`src/rtl/opstat_pkg.sv`:
```
package opstat_pkg;

    typedef enum logic [2:0] {
        ST_READ   = 3'd0,
        ST_PROG   = 3'd1,
        ST_WINDOW = 3'd2,
        ST_ERASE  = 3'd3,
        ST_FAIL   = 3'd4
    } opst_e;

    localparam int STAT_W = 8;

    typedef struct packed {
        logic busy;
        logic prog_phase;
        logic erase_phase;
        logic failed;
        logic timing_on;
        logic sel_erase;
    } phase_t;

endpackage

```
`src/rtl/opstat_fsm.sv`:
```
module opstat_fsm
    import opstat_pkg::*;
(
    input  logic   clk,
    input  logic   rst_n,
    input  logic   prog_start,
    input  logic   prog_bit7,
    input  logic   chip_erase_start,
    input  logic   sect_erase_start,
    input  logic   window_expire,
    input  logic   op_done,
    input  logic   reset_cmd,
    input  logic   expired,
    output phase_t phase,
    output logic   bit7_q
);

    opst_e state_q;
    opst_e state_d;
    logic  fail_erase_q;

    // next-state selection
    always_comb begin
        state_d = state_q;
        unique case (state_q)
            ST_READ: begin
                if (prog_start)            state_d = ST_PROG;
                else if (chip_erase_start) state_d = ST_ERASE;
                else if (sect_erase_start) state_d = ST_WINDOW;
            end
            ST_WINDOW: begin
                if (prog_start || chip_erase_start || reset_cmd) state_d = ST_READ;
                else if (window_expire)                          state_d = ST_ERASE;
            end
            ST_PROG, ST_ERASE: begin
                if (op_done)      state_d = ST_READ;
                else if (expired) state_d = ST_FAIL;
            end
            ST_FAIL: begin
                if (reset_cmd) state_d = ST_READ;
            end
            default: state_d = ST_READ;
        endcase
    end

    // state register and per-operation latches
    always_ff @(posedge clk) begin
        if (!rst_n) begin
            state_q      <= ST_READ;
            fail_erase_q <= 1'b0;
            bit7_q       <= 1'b0;
        end else begin
            state_q <= state_d;
            if (state_q == ST_READ && prog_start)
                bit7_q <= prog_bit7;
            if (state_d == ST_FAIL && state_q != ST_FAIL)
                fail_erase_q <= (state_q == ST_ERASE);
        end
    end

    // output decode
    always_comb begin
        phase.busy        = (state_q != ST_READ);
        phase.prog_phase  = (state_q == ST_PROG) || (state_q == ST_FAIL && !fail_erase_q);
        phase.erase_phase = (state_q == ST_ERASE) || (state_q == ST_FAIL && fail_erase_q);
        phase.failed      = (state_q == ST_FAIL);
        phase.timing_on   = (state_q == ST_PROG) || (state_q == ST_ERASE);
        phase.sel_erase   = (state_q == ST_ERASE);
    end

endmodule

```
`src/rtl/opstat_timer.sv`:
```
module opstat_timer #(
    parameter int PROG_CYCLES  = 40,
    parameter int ERASE_CYCLES = 100
) (
    input  logic clk,
    input  logic rst_n,
    input  logic run,
    input  logic sel_erase,
    output logic expired
);

    localparam int MAX_CYC = (PROG_CYCLES > ERASE_CYCLES) ? PROG_CYCLES : ERASE_CYCLES;
    localparam int CNT_W   = $clog2(MAX_CYC + 1);
    localparam logic [CNT_W-1:0] PROG_LAST  = CNT_W'(PROG_CYCLES - 1);
    localparam logic [CNT_W-1:0] ERASE_LAST = CNT_W'(ERASE_CYCLES - 1);

    logic [CNT_W-1:0] cnt_q;
    logic [CNT_W-1:0] last;

    assign last    = sel_erase ? ERASE_LAST : PROG_LAST;
    assign expired = run && (cnt_q == last);

    always_ff @(posedge clk) begin
        if (!rst_n || !run || expired)
            cnt_q <= '0;
        else
            cnt_q <= cnt_q + 1'b1;
    end

endmodule

```
`src/rtl/opstat_fmt.sv`:
```
module opstat_fmt
    import opstat_pkg::*;
(
    input  logic              clk,
    input  logic              rst_n,
    input  phase_t            phase,
    input  logic              bit7_q,
    input  logic              rd_strobe,
    input  logic [STAT_W-1:0] array_rdata,
    output logic [STAT_W-1:0] rd_data,
    output logic              rd_valid
);

    logic              tog_q;
    logic [STAT_W-1:0] status;

    always_comb begin
        status    = '0;
        status[7] = phase.prog_phase ? ~bit7_q : 1'b0;
        status[6] = tog_q;
        status[5] = phase.failed;
        status[4] = phase.failed && phase.erase_phase;
        status[3] = phase.erase_phase;
    end

    always_ff @(posedge clk) begin
        if (!rst_n) begin
            tog_q    <= 1'b0;
            rd_data  <= '0;
            rd_valid <= 1'b0;
        end else begin
            rd_valid <= rd_strobe;
            if (!phase.busy)
                tog_q <= 1'b0;
            else if (rd_strobe)
                tog_q <= ~tog_q;
            if (rd_strobe)
                rd_data <= phase.busy ? status : array_rdata;
        end
    end

endmodule

```
`src/rtl/opstat_gen.sv`:
```
module opstat_gen
    import opstat_pkg::*;
#(
    parameter int PROG_CYCLES  = 40,
    parameter int ERASE_CYCLES = 100
) (
    input  logic       clk,
    input  logic       rst_n,
    input  logic       prog_start,
    input  logic       prog_bit7,
    input  logic       chip_erase_start,
    input  logic       sect_erase_start,
    input  logic       window_expire,
    input  logic       op_done,
    input  logic       reset_cmd,
    input  logic       rd_strobe,
    input  logic [7:0] array_rdata,
    output logic [7:0] rd_data,
    output logic       rd_valid,
    output logic       busy
);

    phase_t phase;
    logic   bit7_q;
    logic   expired;

    opstat_fsm u_fsm (
        .clk              (clk),
        .rst_n            (rst_n),
        .prog_start       (prog_start),
        .prog_bit7        (prog_bit7),
        .chip_erase_start (chip_erase_start),
        .sect_erase_start (sect_erase_start),
        .window_expire    (window_expire),
        .op_done          (op_done),
        .reset_cmd        (reset_cmd),
        .expired          (expired),
        .phase            (phase),
        .bit7_q           (bit7_q)
    );

    opstat_timer #(
        .PROG_CYCLES  (PROG_CYCLES),
        .ERASE_CYCLES (ERASE_CYCLES)
    ) u_timer (
        .clk       (clk),
        .rst_n     (rst_n),
        .run       (phase.timing_on),
        .sel_erase (phase.sel_erase),
        .expired   (expired)
    );

    opstat_fmt u_fmt (
        .clk         (clk),
        .rst_n       (rst_n),
        .phase       (phase),
        .bit7_q      (bit7_q),
        .rd_strobe   (rd_strobe),
        .array_rdata (array_rdata),
        .rd_data     (rd_data),
        .rd_valid    (rd_valid)
    );

    assign busy = phase.busy;

endmodule

```
`config.mk`:
```
export PLATFORM = sky130hd
export DESIGN_NAME = opstat_gen
export DESIGN_NICKNAME = d
export VERILOG_FILES = /design/src/rtl/opstat_pkg.sv /design/src/rtl/opstat_fsm.sv /design/src/rtl/opstat_timer.sv /design/src/rtl/opstat_fmt.sv /design/src/rtl/opstat_gen.sv
export SDC_FILE = /design/constraint.sdc
export NUM_CORES = 1
export LEC_CHECK = 0
export BUFFER_PORTS_ARGS = -buffer_cell sky130_fd_sc_hd__buf_2
export CAP_MARGIN = 15
export CORE_ASPECT_RATIO = 0.75
export CORE_MARGIN = 5
export CORE_UTILIZATION = 53
export DETAILED_ROUTE_END_ITERATION = 6
export GPL_TIMING_DRIVEN = 0
export MAX_ROUTING_LAYER = met4
export PLACE_DENSITY = 0.8
export SETUP_SLACK_MARGIN = 0.2
export SLEW_MARGIN = 30
export SYNTH_ARGS = -nofsm -noshare
export SYNTH_HDL_FRONTEND = slang
export SYNTH_SLANG_ARGS = --single-unit
```
`constraint.sdc`:
```
create_clock -name clk -period 3.6 [get_ports clk]
set_input_delay 0.72 -clock clk [delete_from_list [all_inputs] [get_ports clk]]
set_output_delay 0.72 -clock clk [all_outputs]
set_load 0.02 [all_outputs]
```
==> impl_metrics.json <==
{
  "status": "finished clean",
  "synth-seq-area-share_pct": 42.16,
  "critPathCapture": "busy",
  "min_path_type": "reg2reg",
  "wirelength_mm": 2.462,
  "grt_max_degree": 12,
  "cp-end-kind": "output port",
  "grt_usage_pct": 18.60,
  "numCtsBuffers": 3,
  "overflow": 0,
  "period_needed_ps": 2330,
  "slew_headroom_pct": 61.65,
  "cp-start-kind": "register",
  "clk_latency_ps": 300,
  "crit_fanout": 10,
  "finalHoldViolations": 0,
  "yosys.area_share.adder_pct": 1.198,
  "via_count": 954,
  "clockBufferDepth": 2,
  "postSynthCellCount": 117,
  "io_pins": 28,
  "place_congestion": 0.8255,
  "path_cells": "clkbuf_1 -> nor3_2 -> inv_2 -> buf_2",
  "switchingPower_w": 0.0001349,
  "grt.met2_usage_pct": 26.41,
  "first_iter_violations": 39,
  "die_w_um": 61.27,
  "port_buffers": 27,
  "use_met3_pct": 4.762,
  "rows": 13,
  "power_frac_seq_pct": 56.5,
  "slowest_delay_ps": 540,
  "yosys-top-cells-area": "dfxtp_1, a21boi_1, nand2_1",
  "clock_sinks": 22,
  "antenna_found_initial": 0,
  "die_area_um2": 2968,
  "hold_slack_ps": 470.6,
  "diodes": 0,
  "ys_seq_elements": 22,
  "yosysWarningCount": 0,
  "reg2reg_from": "u_timer.cnt_q[2]$_SDFF_PP0_",
  "tightest_slew_ps": 572.2,
  "cts_tree": "done",
  "grt_pass1_vias": 891,
  "rr_endpoint": "u_fsm.fail_erase_q$_SDFFE_PN0P_",
  "grt_busiest_layer": "met1",
  "syn_area_um2": 1045,
  "finalPower_w": 0.0004668,
  "maxCapViolations": 0,
  "powerDensity_nw_per_um2": 379.5,
  "startpoint": "u_fsm.state_q[0]$_SDFF_PN0_",
  "synth_compound_area_share_pct": 21.80,
  "synth_top_family_by_area": "simple AND/OR/NAND/NOR gates",
  "postRouteAntennaNets": 0,
  "skew_ps": 5.270,
  "viasPerCell": 5.645,
  "cts_resized": 0,
  "final.setup.tns_ps": 0,
  "wl_per_cell_um": 14.57,
  "die_height_um": 48.45,
  "post_cts_buffers": 0,
  "clk_pin_slew_ps": 120,
  "htree_levels": 1,
  "p_comb_share_pct": 19.9,
  "grt_use_met1_pct": 27.16,
  "dr.pass1.iters": 4,
  "start_util_pct": 57.87,
  "slowest_stage": "nor3_2",
  "rsz0062_at_grt": "no",
  "hold_buffers": 0,
  "core_area_um2": 1805,
  "cts_root_buf": "clkbuf_4",
  "p_leak_nw": 0.4940,
  "crit_type": "reg2out",
  "syn_area_per_cell_um2": 8.930,
  "ir_drop_uv": 383.7,
  "synth.distinct_cells": 39,
  "netlist.area_leader.share_pct": 42.16,
  "synth_xor_area_share_pct": 3.353,
  "p_int_w": 0.0003319,
  "final_util_pct": 68.12,
  "final_max_slew_viol_count": 0,
  "required_ps": 2880,
  "dp_hpwl_mm": 1.885,
  "grt_pass1_wl_mm": 4.209,
  "fin_crit_sh_pct": 64.73,
  "drive_above_1_share_pct": 23.81,
  "max_freq_mhz": 429.1,
  "synth_mux_area_share_pct": 2.994,
  "setup_viol": 0,
  "switching_share_pct": 28.90,
  "nNetsFinal": 168,
  "dpl.cell_count": 166,
  "synth_fp_nets": 136,
  "cp.arrival_ps": 1610,
  "drc": 0,
  "syn_to_final_growth_pct": 17.72,
  "r2r_cells": 3,
  "synthSimpleGateAreaFrac_pct": 25.27,
  "rrSetupSlack_ps": 1960,
  "synth_top_area_cell": "dfxtp_1",
  "fin_cells": 169,
  "clockPowerShare_pct": 23.6
}
-- cell type report --
| type | instances | area (um2) |
|---|---|---|
| plain buffers | 5 | 18.77 |
| multi-input cells | 86 | 570.5 |
| fillers | 148 | 575.6 |
| well taps | 22 | 27.53 |
| repair buffers | 27 | 135.1 |
| flip-flops and latches | 22 | 440.4 |
| clock buffers | 3 | 22.52 |
| inverters | 4 | 15.01 |
-- worst max-delay path: cells and delay by family, from the launching register on --
kind / cells / cell delay [ps]
buffers and inverters: 3 / 440
flip-flops: 1 / 330
AND/OR/NAND/NOR: 1 / 540
-- stage by stage --
step | instance area [um2] | setup slack (ps)
6_report | 1230 | 1270
4_1_cts | 1230 | 1275
3_5_place_dp | 1207 | 1632
3_3_place_gp | 1207 | 1647
5_1_grt | 1230 | 1114
2_1_floorplan | 1045 | 1901
-- cell families (layout without fill, tap and decap cells) --
kind of cell             count (synthesis)  count (layout)
buffers and inverters                    9              39
XOR/XNOR                                 4               4
AND/OR/NAND/NOR                         47              47
multiplexers                             3               3
adder cells (fa/ha/maj)                  1               1
AO/OA/AOI/OAI                           31              31
flip-flops                              22              22
-- flip-flops by register name, summed over array words and instances, names as in the netlist --
register,count
u_fsm.fail_erase_q,1
u_fsm.state_q,3
u_fmt.rd_data,8
u_timer.cnt_q,7
u_fmt.rd_valid,1
u_fmt.tog_q,1
u_fsm.bit7_q,1
-- Yosys cell counts --
master     count
a2111oi_4      1
a211oi_1       2
a21boi_1       6
a21o_1         1
a21oi_1        3
a21oi_2        1
a31oi_1        2
and2_1         1
and3_1         2
clkbuf_1       5
dfxtp_1       22
ha_1           1
inv_1          3
inv_2          1
mux2_1         1
mux2i_1        2
nand2_1       12
nand2b_1       2
nand3_1        8
nand3b_1       1
nand4bb_1      1
nor2_1         3
nor2b_1        2
nor3_1         5
nor3_2         1
nor3b_1        3
nor4b_1        1
o211ai_1       2
o21a_1         1
o21ai_0        7
o21ai_1        1
o21ba_1        1
o22ai_1        1
o311ai_1       2
or3_1          3
or3b_1         1
or3b_4         1
xnor2_1        1
xor2_1         3
-- power groups by stage --
stage / clock, W / combinational (W) / sequential (W)
5_1_grt: 0.000124 / 0.000103 / 0.000266
3_3_place_gp: 0 / 0.0000888 / 0.000268
6_report: 0.000110 / 0.0000929 / 0.000264
3_5_place_dp: 0 / 0.0000915 / 0.000269
4_1_cts: 0.000115 / 0.0000927 / 0.000264
2_1_floorplan: 0 / 0.0000508 / 0.000277
-- routing by layer --
metal | vias to the layer above | part of all wire, %
met5 | - | 0
li1 | 485 | -
met2 | 44 | 44
met4 | 0 | 0.53
met1 | 423 | 46
met3 | 2 | 8.5
-- placed cells by master, fill, tap and decap left out, types with 3 or more instances in the layout --
| cell type | instances |
|---|---|
| clkbuf_1 | 5 |
| nor3b_1 | 3 |
| xor2_1 | 3 |
| nor2_1 | 3 |
| o21ai_0 | 7 |
| a21boi_1 | 6 |
| inv_1 | 3 |
| nand2_1 | 12 |
| nor3_1 | 5 |
| clkbuf_4 | 3 |
| dfxtp_1 | 22 |
| or3_1 | 3 |
| a21oi_1 | 3 |
| nand3_1 | 8 |
| buf_2 | 27 |
-- how the worst min path moves through the flow --
stage	startpoint	to	slack, ps	depth (start not counted)
after floorplan	u_timer.cnt_q[0]$_SDFF_PP0_	u_timer.cnt_q[0]$_SDFF_PP0_	460	1
after global placement	u_fmt.rd_data[0]$_SDFFE_PN0P_	u_fmt.rd_data[0]$_SDFFE_PN0P_	440	2
after detailed placement	u_fmt.rd_data[4]$_SDFFE_PN0P_	u_fmt.rd_data[4]$_SDFFE_PN0P_	450	2
after CTS	u_fmt.rd_data[4]$_SDFFE_PN0P_	u_fmt.rd_data[4]$_SDFFE_PN0P_	470	2
after global routing	u_fmt.rd_data[0]$_SDFFE_PN0P_	u_fmt.rd_data[0]$_SDFFE_PN0P_	500	2
final	u_fmt.rd_data[2]$_SDFFE_PN0P_	u_fmt.rd_data[2]$_SDFFE_PN0P_	470	2
No activity file was read; power rests on OpenSTA's default activity.
